### src/rtl/bank_sw_pkg.sv
`timescale 1ns/1ps
package bank_sw_pkg;

  typedef logic [3:0] nib_t;

  // command nibbles, split by write-address range
  localparam nib_t CMD_PRG_UPPER = 4'hD;
  localparam nib_t CMD_CHR_UPPER = 4'hE;
  localparam nib_t CMD_PRG_LOWER = 4'hB;
  localparam nib_t CMD_CHR_LOWER = 4'h7;

  typedef struct packed {
    logic prg_ld;
    logic chr_ld;
    nib_t bank;
  } bank_cmd_t;

endpackage

### src/rtl/bsw_cmd_decode.sv
`timescale 1ns/1ps
module bsw_cmd_decode
  import bank_sw_pkg::*;
(
  input  logic      clk,
  input  logic      rst,
  input  logic [3:0] cpu_hi,   // cpu_addr[15:12]
  input  logic [7:0] cpu_lo,   // cpu_addr[7:0]
  input  logic      cpu_wr,
  output bank_cmd_t cmd
);

  logic in_rom;
  logic upper_rng;
  nib_t code;
  nib_t prg_code;
  nib_t chr_code;

  always_comb begin
    in_rom    = cpu_hi[3];
    upper_rng = cpu_hi[3] & (cpu_hi[2:0] != 3'd0);
    code      = cpu_lo[7:4];
    prg_code  = upper_rng ? CMD_PRG_UPPER : CMD_PRG_LOWER;
    chr_code  = upper_rng ? CMD_CHR_UPPER : CMD_CHR_LOWER;
    cmd.bank   = cpu_lo[3:0];
    cmd.prg_ld = cpu_wr & in_rom & (code == prg_code);
    cmd.chr_ld = cpu_wr & in_rom & (code == chr_code);
  end


  load_exclusive_chk: assert property (@(posedge clk) disable iff (rst)
    $onehot0({cmd.prg_ld, cmd.chr_ld}));


  no_load_outside_chk: assert property (@(posedge clk) disable iff (rst)
    (!cpu_wr || !cpu_hi[3]) |-> (!cmd.prg_ld && !cmd.chr_ld));

endmodule

### src/rtl/bsw_bank_regs.sv
`timescale 1ns/1ps
module bsw_bank_regs
  import bank_sw_pkg::*;
#(
  parameter int PRG_BANKS = 8,
  parameter int CHR_BANKS = 8,
  localparam int PW = $clog2(PRG_BANKS),
  localparam int CW = $clog2(CHR_BANKS)
)(
  input  logic          clk,
  input  logic          rst,
  input  bank_cmd_t     cmd,
  output logic [PW-1:0] prg_sel,
  output logic [CW-1:0] chr_sel
);

  localparam logic [PW-1:0] PRG_LAST = PW'(PRG_BANKS - 1);
  localparam logic [PW-1:0] PRG_MASK = PW'(PRG_BANKS - 1);
  localparam logic [CW-1:0] CHR_MASK = CW'(CHR_BANKS - 1);

  logic [PW-1:0] prg_next;
  logic [CW-1:0] chr_next;

  always_comb begin
    prg_next = PW'(cmd.bank) & PRG_MASK;
    chr_next = CW'(cmd.bank) & CHR_MASK;
  end

  always_ff @(posedge clk) begin
    if (rst) begin
      prg_sel <= PRG_LAST;
      chr_sel <= '0;
    end else begin
      if (cmd.prg_ld) prg_sel <= prg_next;
      if (cmd.chr_ld) chr_sel <= chr_next;
    end
  end


  reset_banks_chk: assert property (@(posedge clk)
    rst |=> (prg_sel == PRG_LAST && chr_sel == '0));


  prg_hold_chk: assert property (@(posedge clk) disable iff (rst)
    !cmd.prg_ld |=> $stable(prg_sel));


  chr_hold_chk: assert property (@(posedge clk) disable iff (rst)
    !cmd.chr_ld |=> $stable(chr_sel));


  prg_load_value_chk: assert property (@(posedge clk) disable iff (rst)
    cmd.prg_ld |=> (prg_sel == (PW'($past(cmd.bank)) & PRG_MASK)));

endmodule

### src/rtl/bsw_addr_compose.sv
`timescale 1ns/1ps
module bsw_addr_compose #(
  parameter int PW = 3,
  parameter int CW = 3
)(
  input  logic [PW-1:0]  prg_sel,
  input  logic [CW-1:0]  chr_sel,
  input  logic [14:0]    cpu_addr,
  input  logic [12:0]    ppu_addr,
  output logic [PW+13:0] prg_rom_addr,
  output logic [CW+12:0] chr_rom_addr
);

  always_comb begin
    prg_rom_addr = {(cpu_addr[14] ? prg_sel : {PW{1'b0}}), cpu_addr[13:0]};
    chr_rom_addr = {chr_sel, ppu_addr};
  end

endmodule

### src/rtl/cart_bank_switch.sv
`timescale 1ns/1ps
module cart_bank_switch
  import bank_sw_pkg::*;
#(
  parameter int PRG_BANKS = 8,   // 16 KB program banks, power of two, >= 2
  parameter int CHR_BANKS = 8,   // 8 KB pattern banks, power of two, >= 2
  localparam int PW = $clog2(PRG_BANKS),
  localparam int CW = $clog2(CHR_BANKS),
  localparam int PRG_ADDR_W = PW + 14,
  localparam int CHR_ADDR_W = CW + 13
)(
  input  logic                  clk,
  input  logic                  rst,
  input  logic [15:0]           cpu_addr,
  input  logic                  cpu_wr,
  input  logic [12:0]           ppu_addr,
  output logic [PRG_ADDR_W-1:0] prg_rom_addr,
  output logic [CHR_ADDR_W-1:0] chr_rom_addr
);

  bank_cmd_t     cmd;
  logic [PW-1:0] prg_sel;
  logic [CW-1:0] chr_sel;

  bsw_cmd_decode u_decode (
    .clk    (clk),
    .rst    (rst),
    .cpu_hi (cpu_addr[15:12]),
    .cpu_lo (cpu_addr[7:0]),
    .cpu_wr (cpu_wr),
    .cmd    (cmd)
  );

  bsw_bank_regs #(
    .PRG_BANKS (PRG_BANKS),
    .CHR_BANKS (CHR_BANKS)
  ) u_regs (
    .clk     (clk),
    .rst     (rst),
    .cmd     (cmd),
    .prg_sel (prg_sel),
    .chr_sel (chr_sel)
  );

  bsw_addr_compose #(
    .PW (PW),
    .CW (CW)
  ) u_compose (
    .prg_sel      (prg_sel),
    .chr_sel      (chr_sel),
    .cpu_addr     (cpu_addr[14:0]),
    .ppu_addr     (ppu_addr),
    .prg_rom_addr (prg_rom_addr),
    .chr_rom_addr (chr_rom_addr)
  );


  lower_window_fixed_chk: assert property (@(posedge clk) disable iff (rst)
    (cpu_addr[15:14] == 2'b10) |-> (prg_rom_addr[PRG_ADDR_W-1:14] == '0));


  chr_offset_chk: assert property (@(posedge clk) disable iff (rst)
    chr_rom_addr[12:0] == ppu_addr);


  upper_window_tracks_chk: assert property (@(posedge clk) disable iff (rst)
    (cpu_addr[15:14] == 2'b11 && !cmd.prg_ld) |=>
      (cpu_addr[15:14] != 2'b11 || prg_rom_addr[PRG_ADDR_W-1:14] == $past(prg_rom_addr[PRG_ADDR_W-1:14])));

endmodule

### config.mk
export PLATFORM = sky130hd
export DESIGN_NAME = cart_bank_switch
export DESIGN_NICKNAME = d
export VERILOG_FILES = /design/src/rtl/bank_sw_pkg.sv /design/src/rtl/bsw_cmd_decode.sv /design/src/rtl/bsw_bank_regs.sv /design/src/rtl/bsw_addr_compose.sv /design/src/rtl/cart_bank_switch.sv
export SDC_FILE = /design/constraint.sdc
export NUM_CORES = 1
export LEC_CHECK = 0
export ABC_AREA = 0
export BUFFER_PORTS_ARGS = -buffer_cell sky130_fd_sc_hd__buf_2
export CAP_MARGIN = 10
export CORE_MARGIN = 1.5
export CORE_UTILIZATION = 32
export DETAILED_ROUTE_END_ITERATION = 10
export PLACE_DENSITY = 0.79
export SYNTH_ARGS = -nofsm -noshare
export SYNTH_HDL_FRONTEND = slang
export SYNTH_SLANG_ARGS = --single-unit
export TNS_END_PERCENT = 10
### constraint.sdc
create_clock -name clk -period 1.55 [get_ports clk]
set_input_delay 0.31 -clock clk [delete_from_list [all_inputs] [get_ports clk]]
set_output_delay 0.31 -clock clk [all_outputs]
set_load 0.02 [all_outputs]
After elaboration in Yosys (flattened, before gate mapping)
Cells that the tools add are included.
W data, S select, Z words.
- flip-flop bits (word level): 6
- bits in latches: 0
- memory bits (writable): 0
- ROM bits: 0
- bits of input ports: 32
- output and inout port bits: 33
- word-level logic and storage cells: 12
- memories kept: 0
- $add $sub $neg: 0
- multipliers: 0
- divide/modulo/power cells: 0
- $lt $le $gt $ge: 0
- equal/unequal tests: 2
- shift operators: 0
- muxes and demuxes: 3
- bitwise logic cells: 4
- reduce and logical (&&, ||, !) cells: 1
- operators with widths (operator ; number):
    $eq A4 B4 Y1 ; 2
    $mux W3 ; 2
    $and A1 B1 Y1 ; 4
    $mux W4 ; 1
    $reduce_bool A3 Y1 ; 1

Logic depth before layout (Yosys ltp)
- depth in word-level cells: 5
- gate-level depth with buffers: 4
- mapped depth without buffers: 4

Cells and area by module
Synthesis repeated with hierarchy kept, for this count alone.
- cells, all modules: 65
- area, all modules: 549.3 sq um
- modules (own cells, without submodules) (module ; instances ; cells each ; area an instance (sq um) ; sequential area each (sq um)):
    bsw_addr_compose ; 1 ; 33 ; 244.0 ; 0.0
    bsw_bank_regs ; 1 ; 18 ; 206.4 ; 120.1
    bsw_cmd_decode ; 1 ; 14 ; 98.8 ; 0.0

Worst setup path before layout
No wires, ideal clock.
- path kind: input -> register
- start: input port cpu_addr[13]
- end: register u_regs.prg_sel[0]
- library setup time: 124 ps
- arrival: 1148 ps
- data required time: 1426 ps
- path slack: 278 ps
- stages: 4
- path buffers: 0
- cell sequence: o31a_1 > nor4b_2 > a21oi_2 > mux2i_1
- longest elaborated chain between the ends: 5
- RTL lines (what ; line ; RTL):
    start: declaration ; cart_bank_switch.sv:14 ; input logic [15:0] cpu_addr,
    $reduce_bool A3 Y1 ; bsw_cmd_decode.sv:21 ; upper_rng = cpu_hi[3] & (cpu_hi[2:0] != 3'd0);
    $and A1 B1 Y1 ; bsw_cmd_decode.sv:21 ;
    $mux W3 ; bsw_cmd_decode.sv:23 ; prg_code = upper_rng ? CMD_PRG_UPPER : CMD_PRG_LOWER;
    $eq A4 B4 Y1 ; bsw_cmd_decode.sv:26 ; cmd.prg_ld = cpu_wr & in_rom & (code == prg_code);
    $and A1 B1 Y1 ; bsw_cmd_decode.sv:26 ;
    end signal: assignment ; bsw_bank_regs.sv:34 ; if (cmd.prg_ld) prg_sel <= prg_next;
    end: declaration ; bsw_bank_regs.sv:13 ; output logic [PW-1:0] prg_sel,
No other way between the ends.
A chain may end at the register's enable or synchronous reset.

Worst setup path after layout
- start: input port cpu_addr[13]
- end: register u_regs.prg_sel[2]
The elaborated chain is that of the path after synthesis.

==> results.yml <==
pwr:
  p_seq_share_pct: 40.4
  comb_power_share_pct: 23.1
  p_int_mw: 0.279
  p_leak_nw: 0.275
  p_clk_share_pct: 36.5
  power.density_mw_per_mm2: 729
  vdd_drop_max_uv: 376
  switching_share_pct: 28.0
  power.switching_mw: 0.108
hold_path:
  hold_start: "cpu_addr[2]"
  min_to: "u_regs.chr_sel[2]$_SDFFE_PP0P_"
  holdCritPathClass: "input pin to register"
  min_path_cells: 3
cts:
  postCtsHoldBufs: 0
  clockBufferDepth: 2
  htreeDepth: 1
  clk_latency_ns: 0.24
  cts_tree: "yes"
  root_buffer: "clkbuf_4"
  path_clk_slew_ns: 0.05
  cts.sinks: 6
  cts.repair.resized: 0
  cts_buffers: 3
  cts_setup_buffers: 0
placed_design:
  port_buffers: 28
  dp.final_hpwl_um: 790
  gp_congestion: 0.658
yosys:
  synthCells: 65
  yosys_warnings: 0
  syn_area_um2: 556
  ys.flop_type: "dfxtp_1"
  synth.most_common_cell: "buf_4"
  synth.area.top_cells: "buf_4 36%, dfxtp_1 22%, mux2i_1 11%, nand2b_1 6.8%, nor4b_2 5.4%"
  ys_ff_latch: 6
  synth_area_per_cell_um2: 8.55
  seq_area_frac_synth_pct: 21.6
  synth_top_area_cell: "buf_4"
  synth_top_area_share_pct: 36.5
  synth-edff-count: 0
  yosys-top-cells-count: "27 x buf_4, 6 x dfxtp_1, 6 x mux2i_1, 6 x nand2b_1, 6 x nor2_1"
  ys_types: 12
  async_flop_share_pct: 0
  syn_nets: 97
grt:
  grt_first_pass_wirelength_mm: 1.34
  grt_pass1_vias: 334
  grt_antenna_before_repair: 0
  grt_start_max_net_pins: 13
  overflow: 0
  grt_util_all_layers_pct: 8.92
critical_path:
  arrival_ns: 1.31
  slowest_delay_ns: 0.36
  r2r_cells: 2
  start_kind: "input pin"
  cp_slowest_cell: "o31a_1"
  cp_top_family: "compound AO/OA/AOI/OAI gates"
  crit_buf_inv: 1
  regToRegStartpoint: "u_regs.prg_sel[2]$_SDFFE_PP1P_"
  r2r_end: "u_regs.prg_sel[2]$_SDFFE_PP1P_"
  end_kind: "register"
  required_ns: 1.67
  criticalPathCategory: "input pin to register"
  r2r_slack_ns: 0.95
  crit_path_max_fanout: 4
  crit_chain: "buf_2, o31a_1, nor4b_2, a21oi_2, mux2i_1"
detailed_routing:
  antenna_left: 0
  drc: 6
  vias: 411
  drt_iter0_markers: 13
  wl_per_cell_um: 11.7
  via_per_inst: 4.89
  wl_um: 980
  first_pass_iters: 7
finish:
  n_antenna_cell: 0
  area_delta_synth_final_pct: -4.28
  post-route-util_pct: 34.1
  layout-drive-gt1-share_pct: 51.5
  layout.nets: 102
sta:
  fin_crit_ns: 1.19
  hold_viol: 0
  rsz0062_at_grt: "false"
  max_freq_ghz: 0.837
  timing.final.crit_share_pct: 77.1
  worst_pin_slew_ns: 0.251
  finClkSkew_ns: 0
  slew_headroom_pct: 83.2
  slew_violations: 0
  setup_tns_ns: 0
  finalSetupViolCount: 0
floorplanning:
  die_y_um: 44.7
  core_mm2: 0.00156
  design.die.area_mm2: 0.00199
  die_x_um: 44.7
  rows: 14
  io_pins: 65
  start_util_pct: 35.6
status:
  violations: "design-rule violations"
  outcome: "complete, but fails checks"
flow_run:
  maxCapViolations: 0
power groups by stage:
| stage | logic (mW) | registers [mW] | clock network [mW] |
|---|---|---|---|
| after floorplan | 0.130 | 0.160 | 0 |
| after global placement | 0.0881 | 0.159 | 0 |
| after detailed placement | 0.0897 | 0.159 | 0 |
| after CTS | 0.0900 | 0.157 | 0.148 |
| after global routing | 0.0957 | 0.156 | 0.155 |
| final | 0.0894 | 0.157 | 0.141 |
registers in the layout, summed over array words and instances, names as in the netlist:
signal and cells:
u_regs.chr_sel 3, u_regs.prg_sel 3
layout by cell type (no fill, tap or decap):
cell type,netlist,routed
buf_2,0,28
a21oi_2,2,2
mux2i_1,6,6
nand4_1,3,3
clkbuf_4,0,3
o31a_1,1,1
nor2_1,6,6
nand2b_1,6,6
nor4b_2,2,2
nor3b_1,2,2
and2_1,3,3
dfxtp_1,6,6
layer usage:
layer	up-vias	wire (um)	GRT usage, %
li1	197	-	-
met1	177	412	11.2
met2	31	401	12.2
met3	6	147	2.04
met4	0	19	8.48
met5	-	0	0
metrics by stage:
stage	std cells	power (mW)	hold slack (ns)	cell area [um^2]	setup WS, ns
finish	84	0.388	0.360	532	0.355
global route	84	0.408	0.367	532	0.312
global placement	81	0.248	0.464	509	0.123
detailed placement	81	0.249	0.468	509	0.0976
floorplan	65	0.290	0.462	556	0.278
CTS	84	0.395	0.357	532	0.353
area by class of cell:
class,instances,area [um^2]
multi-input combinational,31,229
sequential,6,120
tap,16,20.0
fill,178,1030
clock buffer,3,22.5
timing repair buffer,28,140
worst register-to-register path: cells and delay by family, from the launching register on:
kind          cells  cell delay [ns]
mux               1             0.08
simple gates      1             0.10
flops             1             0.30
worst max-delay path by stage:
stage	from	endpoint	slack, ns	depth (start not counted)
2_1_floorplan	cpu_addr[13]	u_regs.prg_sel[0]$_SDFFE_PP1P_	0.28	4
4_1_cts	cpu_addr[13]	u_regs.prg_sel[2]$_SDFFE_PP1P_	0.35	5
3_3_place_gp	cpu_addr[13]	u_regs.chr_sel[2]$_SDFFE_PP0P_	0.12	5
5_1_grt	cpu_addr[13]	u_regs.prg_sel[2]$_SDFFE_PP1P_	0.31	5
3_5_place_dp	cpu_addr[13]	u_regs.prg_sel[2]$_SDFFE_PP1P_	0.1	5
6_report	cpu_addr[13]	u_regs.prg_sel[2]$_SDFFE_PP1P_	0.36	5
kinds of logic after synthesis:
family	share of synthesized area [%]
buf+inv	37.2
simple gates	25.7
mux	10.8
flops	21.6
compound gates	4.73
Note: power is estimated with default switching activity, not from simulation.
